==> src/rtl/qseq_pkg.sv <==
package qseq_pkg;
  localparam int DEPTH  = 64;
  localparam int IDX_W  = $clog2(DEPTH);
  localparam int WORD_W = 16;
  localparam int ADDR_W = 8;
  localparam int CHAN_W = 6;

  localparam logic [CHAN_W-1:0] EOQ_CHAN  = 6'd63;
  localparam logic [ADDR_W-1:0] CTRL_ADDR = 8'h80;
  localparam logic [ADDR_W-1:0] STAT_ADDR = 8'h81;

  typedef enum logic [2:0] {
    S_IDLE, S_FETCH, S_INIT, S_FINAL, S_CONV, S_PAUSE
  } seq_state_t;

  // Lower ten bits of a command word, MSB first
  typedef struct packed {
    logic              pause;
    logic              bypass;
    logic [1:0]        ist;
    logic [CHAN_W-1:0] chan;
  } cmd_fields_t;

  function automatic logic [4:0] init_len(input logic [1:0] code);
    return 5'd2 << code;
  endfunction
endpackage

==> src/rtl/qseq_tables.sv <==
module qseq_tables
  import qseq_pkg::*;
#(
  parameter int RES_W = 10
) (
  input  logic              clk,
  input  logic              cmd_we,
  input  logic [IDX_W-1:0]  cmd_widx,
  input  logic [WORD_W-1:0] cmd_wdata,
  input  logic [IDX_W-1:0]  fetch_idx,
  output cmd_fields_t       fetch_cmd,
  input  logic              res_we,
  input  logic [IDX_W-1:0]  res_widx,
  input  logic [RES_W-1:0]  res_wdata,
  input  logic              rd_res_sel,
  input  logic [IDX_W-1:0]  rd_idx,
  output logic [WORD_W-1:0] rd_data
);
  localparam int PAD_W = WORD_W - RES_W;

  logic [WORD_W-1:0] cmd_mem [DEPTH];
  logic [RES_W-1:0]  res_mem [DEPTH];

  always_ff @(posedge clk) begin
    if (cmd_we) cmd_mem[cmd_widx] <= cmd_wdata;
  end

  always_ff @(posedge clk) begin
    if (res_we) res_mem[res_widx] <= res_wdata;
  end

  assign fetch_cmd = cmd_fields_t'(cmd_mem[fetch_idx][9:0]);

  always_comb begin
    if (rd_res_sel) rd_data = {{PAD_W{1'b0}}, res_mem[rd_idx]};
    else            rd_data = cmd_mem[rd_idx];
  end
endmodule

==> src/rtl/qseq_ctrl.sv <==
module qseq_ctrl
  import qseq_pkg::*;
#(
  parameter int FINAL_LEN = 4
) (
  input  logic              clk,
  input  logic              rst_n,
  input  logic              start,
  input  logic [2:0]        flag_clr,
  input  cmd_fields_t       fetch_cmd,
  input  logic              conv_done,
  output logic [IDX_W-1:0]  ptr,
  output logic              busy,
  output logic              smp_init,
  output logic              smp_final,
  output logic              conv_req,
  output logic [CHAN_W-1:0] conv_chan,
  output logic              res_we,
  output logic              cf,
  output logic              pf,
  output logic              tor
);
  localparam int CNT_W = $clog2(FINAL_LEN > 16 ? FINAL_LEN : 16) + 1;
  localparam logic [CNT_W-1:0] FIN_LOAD = CNT_W'(FINAL_LEN - 1);
  localparam logic [IDX_W-1:0] LAST_IDX = IDX_W'(DEPTH - 1);

  seq_state_t        st, st_n;
  logic [IDX_W-1:0]  ptr_n;
  logic [CNT_W-1:0]  cnt, cnt_n;
  logic [CHAN_W-1:0] chan_q, chan_n;
  logic              pause_q, pause_n;
  logic              cf_set, pf_set, tor_set;

  assign busy = (st == S_FETCH) || (st == S_INIT) || (st == S_FINAL) || (st == S_CONV);

  always_comb begin
    st_n    = st;
    ptr_n   = ptr;
    cnt_n   = cnt;
    chan_n  = chan_q;
    pause_n = pause_q;
    cf_set  = 1'b0;
    pf_set  = 1'b0;
    res_we  = 1'b0;
    case (st)
      S_IDLE: if (start) begin
        st_n  = S_FETCH;
        ptr_n = '0;
      end
      S_PAUSE: if (start) st_n = S_FETCH;
      S_FETCH: begin
        chan_n  = fetch_cmd.chan;
        pause_n = fetch_cmd.pause;
        if (fetch_cmd.chan == EOQ_CHAN) begin
          st_n   = S_IDLE;
          cf_set = 1'b1;
        end else if (fetch_cmd.bypass) begin
          st_n  = S_FINAL;
          cnt_n = FIN_LOAD;
        end else begin
          st_n  = S_INIT;
          cnt_n = CNT_W'(init_len(fetch_cmd.ist)) - CNT_W'(1);
        end
      end
      S_INIT: if (cnt == '0) begin
        st_n  = S_FINAL;
        cnt_n = FIN_LOAD;
      end else cnt_n = cnt - CNT_W'(1);
      S_FINAL: if (cnt == '0) st_n = S_CONV;
               else cnt_n = cnt - CNT_W'(1);
      S_CONV: if (conv_done) begin
        res_we = 1'b1;
        if (ptr == LAST_IDX) begin
          st_n   = S_IDLE;
          cf_set = 1'b1;
          pf_set = pause_q;
        end else begin
          ptr_n = ptr + IDX_W'(1);
          if (pause_q) begin
            st_n   = S_PAUSE;
            pf_set = 1'b1;
          end else st_n = S_FETCH;
        end
      end
      default: st_n = S_IDLE;
    endcase
  end

  assign tor_set = start && busy;

  always_ff @(posedge clk or negedge rst_n) begin
    if (!rst_n) begin
      st      <= S_IDLE;
      ptr     <= '0;
      cnt     <= '0;
      chan_q  <= '0;
      pause_q <= 1'b0;
      cf      <= 1'b0;
      pf      <= 1'b0;
      tor     <= 1'b0;
    end else begin
      st      <= st_n;
      ptr     <= ptr_n;
      cnt     <= cnt_n;
      chan_q  <= chan_n;
      pause_q <= pause_n;
      cf      <= cf_set  | (cf  & ~flag_clr[0]);
      pf      <= pf_set  | (pf  & ~flag_clr[1]);
      tor     <= tor_set | (tor & ~flag_clr[2]);
    end
  end

  assign smp_init  = (st == S_INIT);
  assign smp_final = (st == S_FINAL);
  assign conv_req  = (st == S_CONV);
  assign conv_chan = chan_q;


  init_hold_chk: assert property (@(posedge clk) disable iff (!rst_n)
    (st == S_INIT && cnt != '0) |=> (st == S_INIT));

  ptr_hold_chk: assert property (@(posedge clk) disable iff (!rst_n)
    (st == S_FETCH || st == S_INIT || st == S_FINAL) |=> $stable(ptr));

  cf_source_chk: assert property (@(posedge clk) disable iff (!rst_n)
    $rose(cf) |-> ($past(st) == S_FETCH || $past(st) == S_CONV));

  overrun_chk: assert property (@(posedge clk) disable iff (!rst_n)
    (start && busy) |=> tor);

  pause_wait_chk: assert property (@(posedge clk) disable iff (!rst_n)
    (st == S_PAUSE && !start) |=> (st == S_PAUSE && $stable(ptr)));
endmodule

==> src/rtl/qseq_top.sv <==
module qseq_top
  import qseq_pkg::*;
#(
  parameter int FINAL_LEN = 4,
  parameter int RES_W     = 10
) (
  input  logic              clk,
  input  logic              rst_n,
  input  logic              bus_we,
  input  logic [7:0]        bus_addr,
  input  logic [15:0]       bus_wdata,
  output logic [15:0]       bus_rdata,
  output logic              smp_init,
  output logic              smp_final,
  output logic              conv_req,
  output logic [5:0]        conv_chan,
  input  logic              conv_done,
  input  logic [RES_W-1:0]  conv_result,
  output logic              irq
);
  logic              ctrl_wr, stat_wr, start, ie_q, ie_n;
  logic [2:0]        flag_clr;
  logic              cmd_we, res_we, busy, cf, pf, tor;
  logic [IDX_W-1:0]  ptr;
  cmd_fields_t       fetch_cmd;
  logic [WORD_W-1:0] tab_rdata;

  assign ctrl_wr  = bus_we && (bus_addr == CTRL_ADDR);
  assign stat_wr  = bus_we && (bus_addr == STAT_ADDR);
  assign start    = ctrl_wr && bus_wdata[0];
  assign flag_clr = stat_wr ? bus_wdata[2:0] : 3'b000;
  assign cmd_we   = bus_we && (bus_addr[7:6] == 2'b00);
  assign ie_n     = ctrl_wr ? bus_wdata[1] : ie_q;

  always_ff @(posedge clk or negedge rst_n) begin
    if (!rst_n) ie_q <= 1'b0;
    else        ie_q <= ie_n;
  end

  qseq_tables #(.RES_W(RES_W)) u_tables (
    .clk        (clk),
    .cmd_we     (cmd_we),
    .cmd_widx   (bus_addr[5:0]),
    .cmd_wdata  (bus_wdata),
    .fetch_idx  (ptr),
    .fetch_cmd  (fetch_cmd),
    .res_we     (res_we),
    .res_widx   (ptr),
    .res_wdata  (conv_result),
    .rd_res_sel (bus_addr[6]),
    .rd_idx     (bus_addr[5:0]),
    .rd_data    (tab_rdata)
  );

  qseq_ctrl #(.FINAL_LEN(FINAL_LEN)) u_ctrl (
    .clk       (clk),
    .rst_n     (rst_n),
    .start     (start),
    .flag_clr  (flag_clr),
    .fetch_cmd (fetch_cmd),
    .conv_done (conv_done),
    .ptr       (ptr),
    .busy      (busy),
    .smp_init  (smp_init),
    .smp_final (smp_final),
    .conv_req  (conv_req),
    .conv_chan (conv_chan),
    .res_we    (res_we),
    .cf        (cf),
    .pf        (pf),
    .tor       (tor)
  );

  always_comb begin
    if (!bus_addr[7])              bus_rdata = tab_rdata;
    else if (bus_addr == CTRL_ADDR) bus_rdata = {14'b0, ie_q, 1'b0};
    else if (bus_addr == STAT_ADDR) bus_rdata = {busy, 1'b0, ptr, 5'b0, tor, pf, cf};
    else                            bus_rdata = '0;
  end

  assign irq = ie_q && (cf || pf);


  irq_on_done_chk: assert property (@(posedge clk) disable iff (!rst_n)
    (ie_q && $rose(cf)) |-> irq);

  irq_masked_chk: assert property (@(posedge clk) disable iff (!rst_n)
    (!ie_q) |-> !irq);
endmodule

==> config.mk <==
export PLATFORM = sky130hd
export DESIGN_NAME = qseq_top
export DESIGN_NICKNAME = d
export VERILOG_FILES = /design/src/rtl/qseq_pkg.sv /design/src/rtl/qseq_tables.sv /design/src/rtl/qseq_ctrl.sv /design/src/rtl/qseq_top.sv
export SDC_FILE = /design/constraint.sdc
export NUM_CORES = 2
export LEC_CHECK = 0
export ABC_AREA = 1
export BUFFER_PORTS_ARGS = -buffer_cell sky130_fd_sc_hd__clkbuf_2
export CAP_MARGIN = 20
export CORE_ASPECT_RATIO = 0.5
export CORE_MARGIN = 4
export CORE_UTILIZATION = 30
export CTS_CLUSTER_SIZE = 20
export DETAILED_ROUTE_END_ITERATION = 16
export HOLD_SLACK_MARGIN = 0.06
export PLACE_DENSITY = 0.52
export SLEW_MARGIN = 10
export SYNTH_ARGS = -nofsm -noshare
export SYNTH_HDL_FRONTEND = slang
export SYNTH_HIERARCHICAL = 1
export SYNTH_SLANG_ARGS = --single-unit
==> constraint.sdc <==
create_clock -name clk -period 3.3 [get_ports clk]
set_clock_uncertainty 0.15 [all_clocks]
set_input_delay 0.66 -clock clk [delete_from_list [all_inputs] [get_ports clk]]
set_output_delay 0.66 -clock clk [all_outputs]
set_load 0.05 [all_outputs]
---- Word-level counts from Yosys, hierarchy flattened ----
Memories as Yosys holds them, arrays and structs flattened.
Index checks and enable logic that the tools add are counted.
word-level totals
  memories ................................ 2
  input port bits ......................... 38
  memory bits (writable) .................. 1664
  word-level logic and storage cells ...... 97
  output and inout port bits .............. 26
  bits in registers ....................... 25
operators by class
  $add $sub $neg .......................... 3
  reduce and logical (&&, ||, !) cells .... 19
  eq/ne operators ......................... 17
  bitwise gates (word level) .............. 9
  shifts and indexed selects .............. 1
  muxes and demuxes ....................... 37
memories
  name              words  bits a word  rd ports  clocked after Yosys merged registers in  wr ports  RTL line           text
  u_tables.cmd_mem  64     16           2         0                                        1         qseq_tables.sv:21  logic [WORD_W-1:0] cmd_mem [DEPTH];
  u_tables.res_mem  64     10           1         0                                        1         qseq_tables.sv:22  logic [RES_W-1:0] res_mem [DEPTH];
operators with widths
  cell                                                                      count
  16-bit 2-to-1 mux                                                         4
  3-bit 2-to-1 mux                                                          8
  5-bit 2-to-1 mux                                                          4
  6-bit 2-to-1 mux                                                          3
  8-bit equality test (second input constant)                               2
  3-bit one-hot mux with 5 select lines                                     1
  5-bit one-hot mux with 3 select lines                                     1
  1-bit 2-to-1 mux                                                          14
  6-bit equality test (second input constant)                               2
  6-bit one-hot mux with 2 select lines                                     1
  2-bit by 1-bit inequality test with 1-bit output (second input constant)  5
  5-bit by 1-bit subtractor with 5-bit output (second input constant)       2
  4-bit AND reduction                                                       2
  6-bit by 1-bit adder with 6-bit output (second input constant)            1
  3-bit by 2-bit equality test with 1-bit output (second input constant)    2
  3-bit equality test (second input constant)                               2
  1-bit logical AND                                                         6
  2-bit inequality test (second input constant)                             3
  5-bit zero test                                                           1
  2-bit by 2-bit << shifter with 5-bit output (first input constant)        1
  1-bit logical OR                                                          4
  1-bit AND                                                                 3
  3-bit by 1-bit equality test with 1-bit output (second input constant)    1
  3-bit zero test                                                           1
  other kinds (8)                                                           12

---- Longest topological paths before layout ----
  depth in word-level cells ............... 7
  mapped depth ............................ 20
  mapped depth without buffers ............ 16

---- Hierarchy ----
Netlist, hierarchy kept.
by module, submodules not included
  module       area an instance (um^2)  cells an instance  seq. area each (um^2)  times used
  qseq_tables  73521.8                  7023               49967.9                1
  qseq_ctrl    1415.1                   197                600.6                  1
  qseq_top     415.4                    84                 25.0                   1

---- Worst setup path before layout ----
No wires, ideal clock.
  path kind ............................... in2out
  start ................................... input bus_addr[3]
  end ..................................... output bus_rdata[14]
  slack ................................... 61 ps
  data required time ...................... 2490 ps
  arrival ................................. 2429 ps
  cell stages on the path ................. 10
  path buffers ............................ 3
  path through ............................ buf_2 > inv_2 > clkbuf_1 > clkbuf_1 > nand2_1 > nand3_1 > nand3_1 > a21oi_1 > inv_1 > nor2_1
between the ends
  longest elaborated chain between the ends .. 3
  elaborated cells on any way between the ends .. 5
  those cells by class .................... eq/ne: 1; mux: 3; memory: 1
ends and longest elaborated chain
  element                  RTL line           text
  start: declaration       qseq_top.sv:10     input logic [7:0] bus_addr,
  memory 64 x 16 bit       -
  16-bit 2-to-1 mux        qseq_tables.sv:35  if (rd_res_sel) rd_data = {{PAD_W{1'b0}}, res_mem[rd_idx]};
  named net tab_rdata[14]  qseq_top.sv:26     logic [WORD_W-1:0] tab_rdata;
  16-bit 2-to-1 mux        qseq_top.sv:75     if (!bus_addr[7]) bus_rdata = tab_rdata;
  end: declaration         qseq_top.sv:12     output logic [15:0] bus_rdata,
The timed path passes the listed nets, and every way through them passes these cells.

---- Worst setup path after layout ----
  start ................................... input bus_addr[0]
  end ..................................... output bus_rdata[9]
between the ends
  elaborated cells on any way between the ends .. 8
  those cells by class .................... eq/ne: 2; mux: 4; memory: 2
RTL lines
  element                                                          RTL line
  memory 64 x 16 bit / memory 64 x 10 bit (equally long branches)  -
  16-bit 2-to-1 mux *                                              qseq_tables.sv:35
  named net tab_rdata[9]                                           qseq_top.sv:26
  16-bit 2-to-1 mux *                                              qseq_top.sv:75
Mark *: on every way through the listed nets, which the timed path passes. The rest lies on a longest branch.

==> impl_metrics.ini <==
[cts]
cts_root_buf = clkbuf_16
cts.sinks = 1689
numCtsBuffers = 176
cts_tree = built
clockBufferDepth = 4
cts_max_level = 4
worstSkewPairLatency_ps = 830
clk_pin_slew_worst_paths_ps = 60

[route]
wirelength_um = 270000
vias = 58891
post-route-drc-count = 0
vias_per_cell = 5.25
wl_per_cell_um = 24.1
first_iter_violations = 7114
ant_nets = 0
dr.pass1.iters = 6

[global_routing]
grt_pass1_vias = 55617
grt_use_total = 0.201
gr-total-overflow = 0
grt_pass1_wl_um = 389000
antenna_found_initial = 5
grt_max_degree = 71

[worst_setup_path]
critPathLaunchType = input pin
cp_data_arrival_time_ps = 2900
path_max_fanout = 8
required_ps = 2490
path_class = in -> out
crit_path_end_kind = output port

[sta]
slew_headroom = 0.288
slew_viol_final = 0
setup_violations = 16
timing.setup.tns_ps = -4790
max_freq_mhz = 269
whs_ps = 163
rsz0062_at_grt = yes
fin_ws_ps = -411
final_hold_viol_count = 0
period_needed_ps = 3710
worst_slew_pin_slew_ps = 1070
timing.final.crit_share = 1.12

[floorplan]
dieHeight_um = 362
fp-row-count = 129
die_w_um = 717
die-area_um2 = 260000
core_um2 = 249000
initial_core_util = 0.303
ios = 64

[layout]
fin_nets = 7781
syn_to_final_growth_pct = 24.8
final_common_cell = nand2_1
mostFrequentLayoutCells = 2270 x nand2_1, 1664 x edfxtp_1, 1408 x nand3_1, 411 x buf_4, 383 x nor2_1
final_core_util = 0.378
drive_gt1_frac = 0.184

[placement]
numPortBuffers = 63
gp_congestion = 0.914
pre_cts_ws_ps = -784
hpwl_um = 168000

[logic_synthesis]
ys_warn_count = 6
synth_fp_nets = 7344
async_reset_ff_frac = 0.0148
synth-main-ff-cell = edfxtp_1
synth_top_family_by_area = simple AND/OR/NAND/NOR gates
ys_seq_elements = 1689
synth_fa_ha_area_frac = 0.000332
synthXorXnorAreaFrac = 0.000349
synth-compound-area-share = 0.0360
synth.top_cell.area_share = 0.663
synth_cell_types = 37
synth_area_per_cell_um2 = 10.3
synth_simple_gate_area_frac = 0.253
yosysSeqAreaShare = 0.671
synth_area_um2 = 75400
netlist_instances = 7304
synth_edf_count = 1664
synth_top_cells_by_area = edfxtp_1 66%, nand2_1 12%, nand3_1 11%
muxShareOfSynthArea = 0
synth_top_area_cell = edfxtp_1

[power]
powerDensity_nw_per_um2 = 535
peakVddDrop_mv = 0.459
cellLeakagePower_nw = 34.6

[min_path]
hp-class = in -> reg

[run]
max_cap_viol_count = 0

[status]
violations = setup timing
status = finished with violations
worst paths after layout:
kind / from / to / slack [ps] / cells after the start
min in group asynchronous: rst_n / u_ctrl/conv_chan[2] / 300 / 2
worst max-delay path: bus_addr[0] / bus_rdata[9] / -410 / 19
worst max register to register: u_ctrl/ptr[0] / u_ctrl/cnt[1] / 90 / 19
worst min register to register: u_ctrl/cnt[1] / u_ctrl/cnt[1] / 320 / 2
max in group asynchronous: rst_n / u_ctrl/ptr[1] / 2130 / 2
worst min-delay path: bus_wdata[15] / u_tables/cmd_mem[27][15] / 160 / 1
routing by layer:
| metal | GRT usage | routed length [um] |
|---|---|---|
| met4 | 0.0684 | 9810 |
| met5 | 0 | 0 |
| met1 | 0.278 | 114000 |
| met2 | 0.318 | 123000 |
| met3 | 0.0336 | 23300 |
critical path, cell delays in order:
cell and delay [ps]:
buf_16 160, clkinv_16 150, buf_16 200, buf_12 160, buf_4 150, nand2_1 50
nand3_1 80, nand3_2 90, nand3_2 140, nand2_2 120, nand2_2 100, nand3_2 120
nand2_2 100, nand2_2 110, nand2_1 70, nand2_1 80, nand2_2 70, buf_12 140
buf_12 140
timing repair:
action | CTS | global route
setup endpoints to repair | 16 | 24
hold endpoints to repair | 30 | 0
cloned | 21 | 9
pin swaps | 102 | 70
resized for setup | 392 | 158
setup buffers | 30 | 8
hold buffers | 4 | 0
area by class of cell:
| cell class | instances | area, um2 |
|---|---|---|
| fill | 24094 | 155000 |
| sequential | 1689 | 50600 |
| multi-input combinational | 5023 | 23800 |
| timing repair buffer | 765 | 9570 |
| clock buffer | 226 | 4710 |
| tap | 3340 | 4180 |
| clock inverter | 83 | 739 |
| inverter | 86 | 397 |
| antenna | 3 | 7.51 |
Yosys cell counts (11+ instances only):
cell type  count
nor3_1        13
dfrtp_1       25
buf_2        271
nand2_1     2423
nor2_1       452
buf_4         68
nand3_1     1599
o21ai_1       12
o22ai_1      151
inv_1         69
o21ai_0      308
a21oi_1       22
clkbuf_1     114
inv_2         11
nand4_1       12
edfxtp_1    1664
buf_1         37
report_power, final:
part | internal [mW] | total [mW] | switching [mW]
Clock | 11.1 | 19.5 | 8.40
Combinational | 2.35 | 7.04 | 4.69
Sequential | 23.7 | 23.8 | 0.116
flip-flops by register name, summed over array words and instances, names as in the netlist:
signal,count
u_ctrl/tor,1
u_ctrl/conv_chan,6
u_ctrl/pf,1
u_ctrl/cf,1
ie_q,1
u_ctrl/ptr,6
u_tables/res_mem,640
u_ctrl/pause_q,1
u_ctrl/st,3
u_tables/cmd_mem,1024
u_ctrl/cnt,5
metrics by stage:
step                      instances  total power [mW]  instance area (um2)
final                         11215              50.4                94100
after global routing          11212              52.2                94000
after CTS                     11197              50.4                93100
after detailed placement      10835              30.5                85000
after global placement        10835              30.5                85000
after floorplan                7304              27.7                75400
cells by family (layout without fill, tap and decap cells):
logic type,Yosys count,count (layout)
buffers and inverters,592,1160
other,0,3
AO/OA/AOI/OAI,500,500
AND/OR/NAND/NOR,4518,4518
flip-flops,1689,1689
XOR/XNOR,3,3
adder cells (fa/ha/maj),2,2
Power figures use the tool's default switching activity.
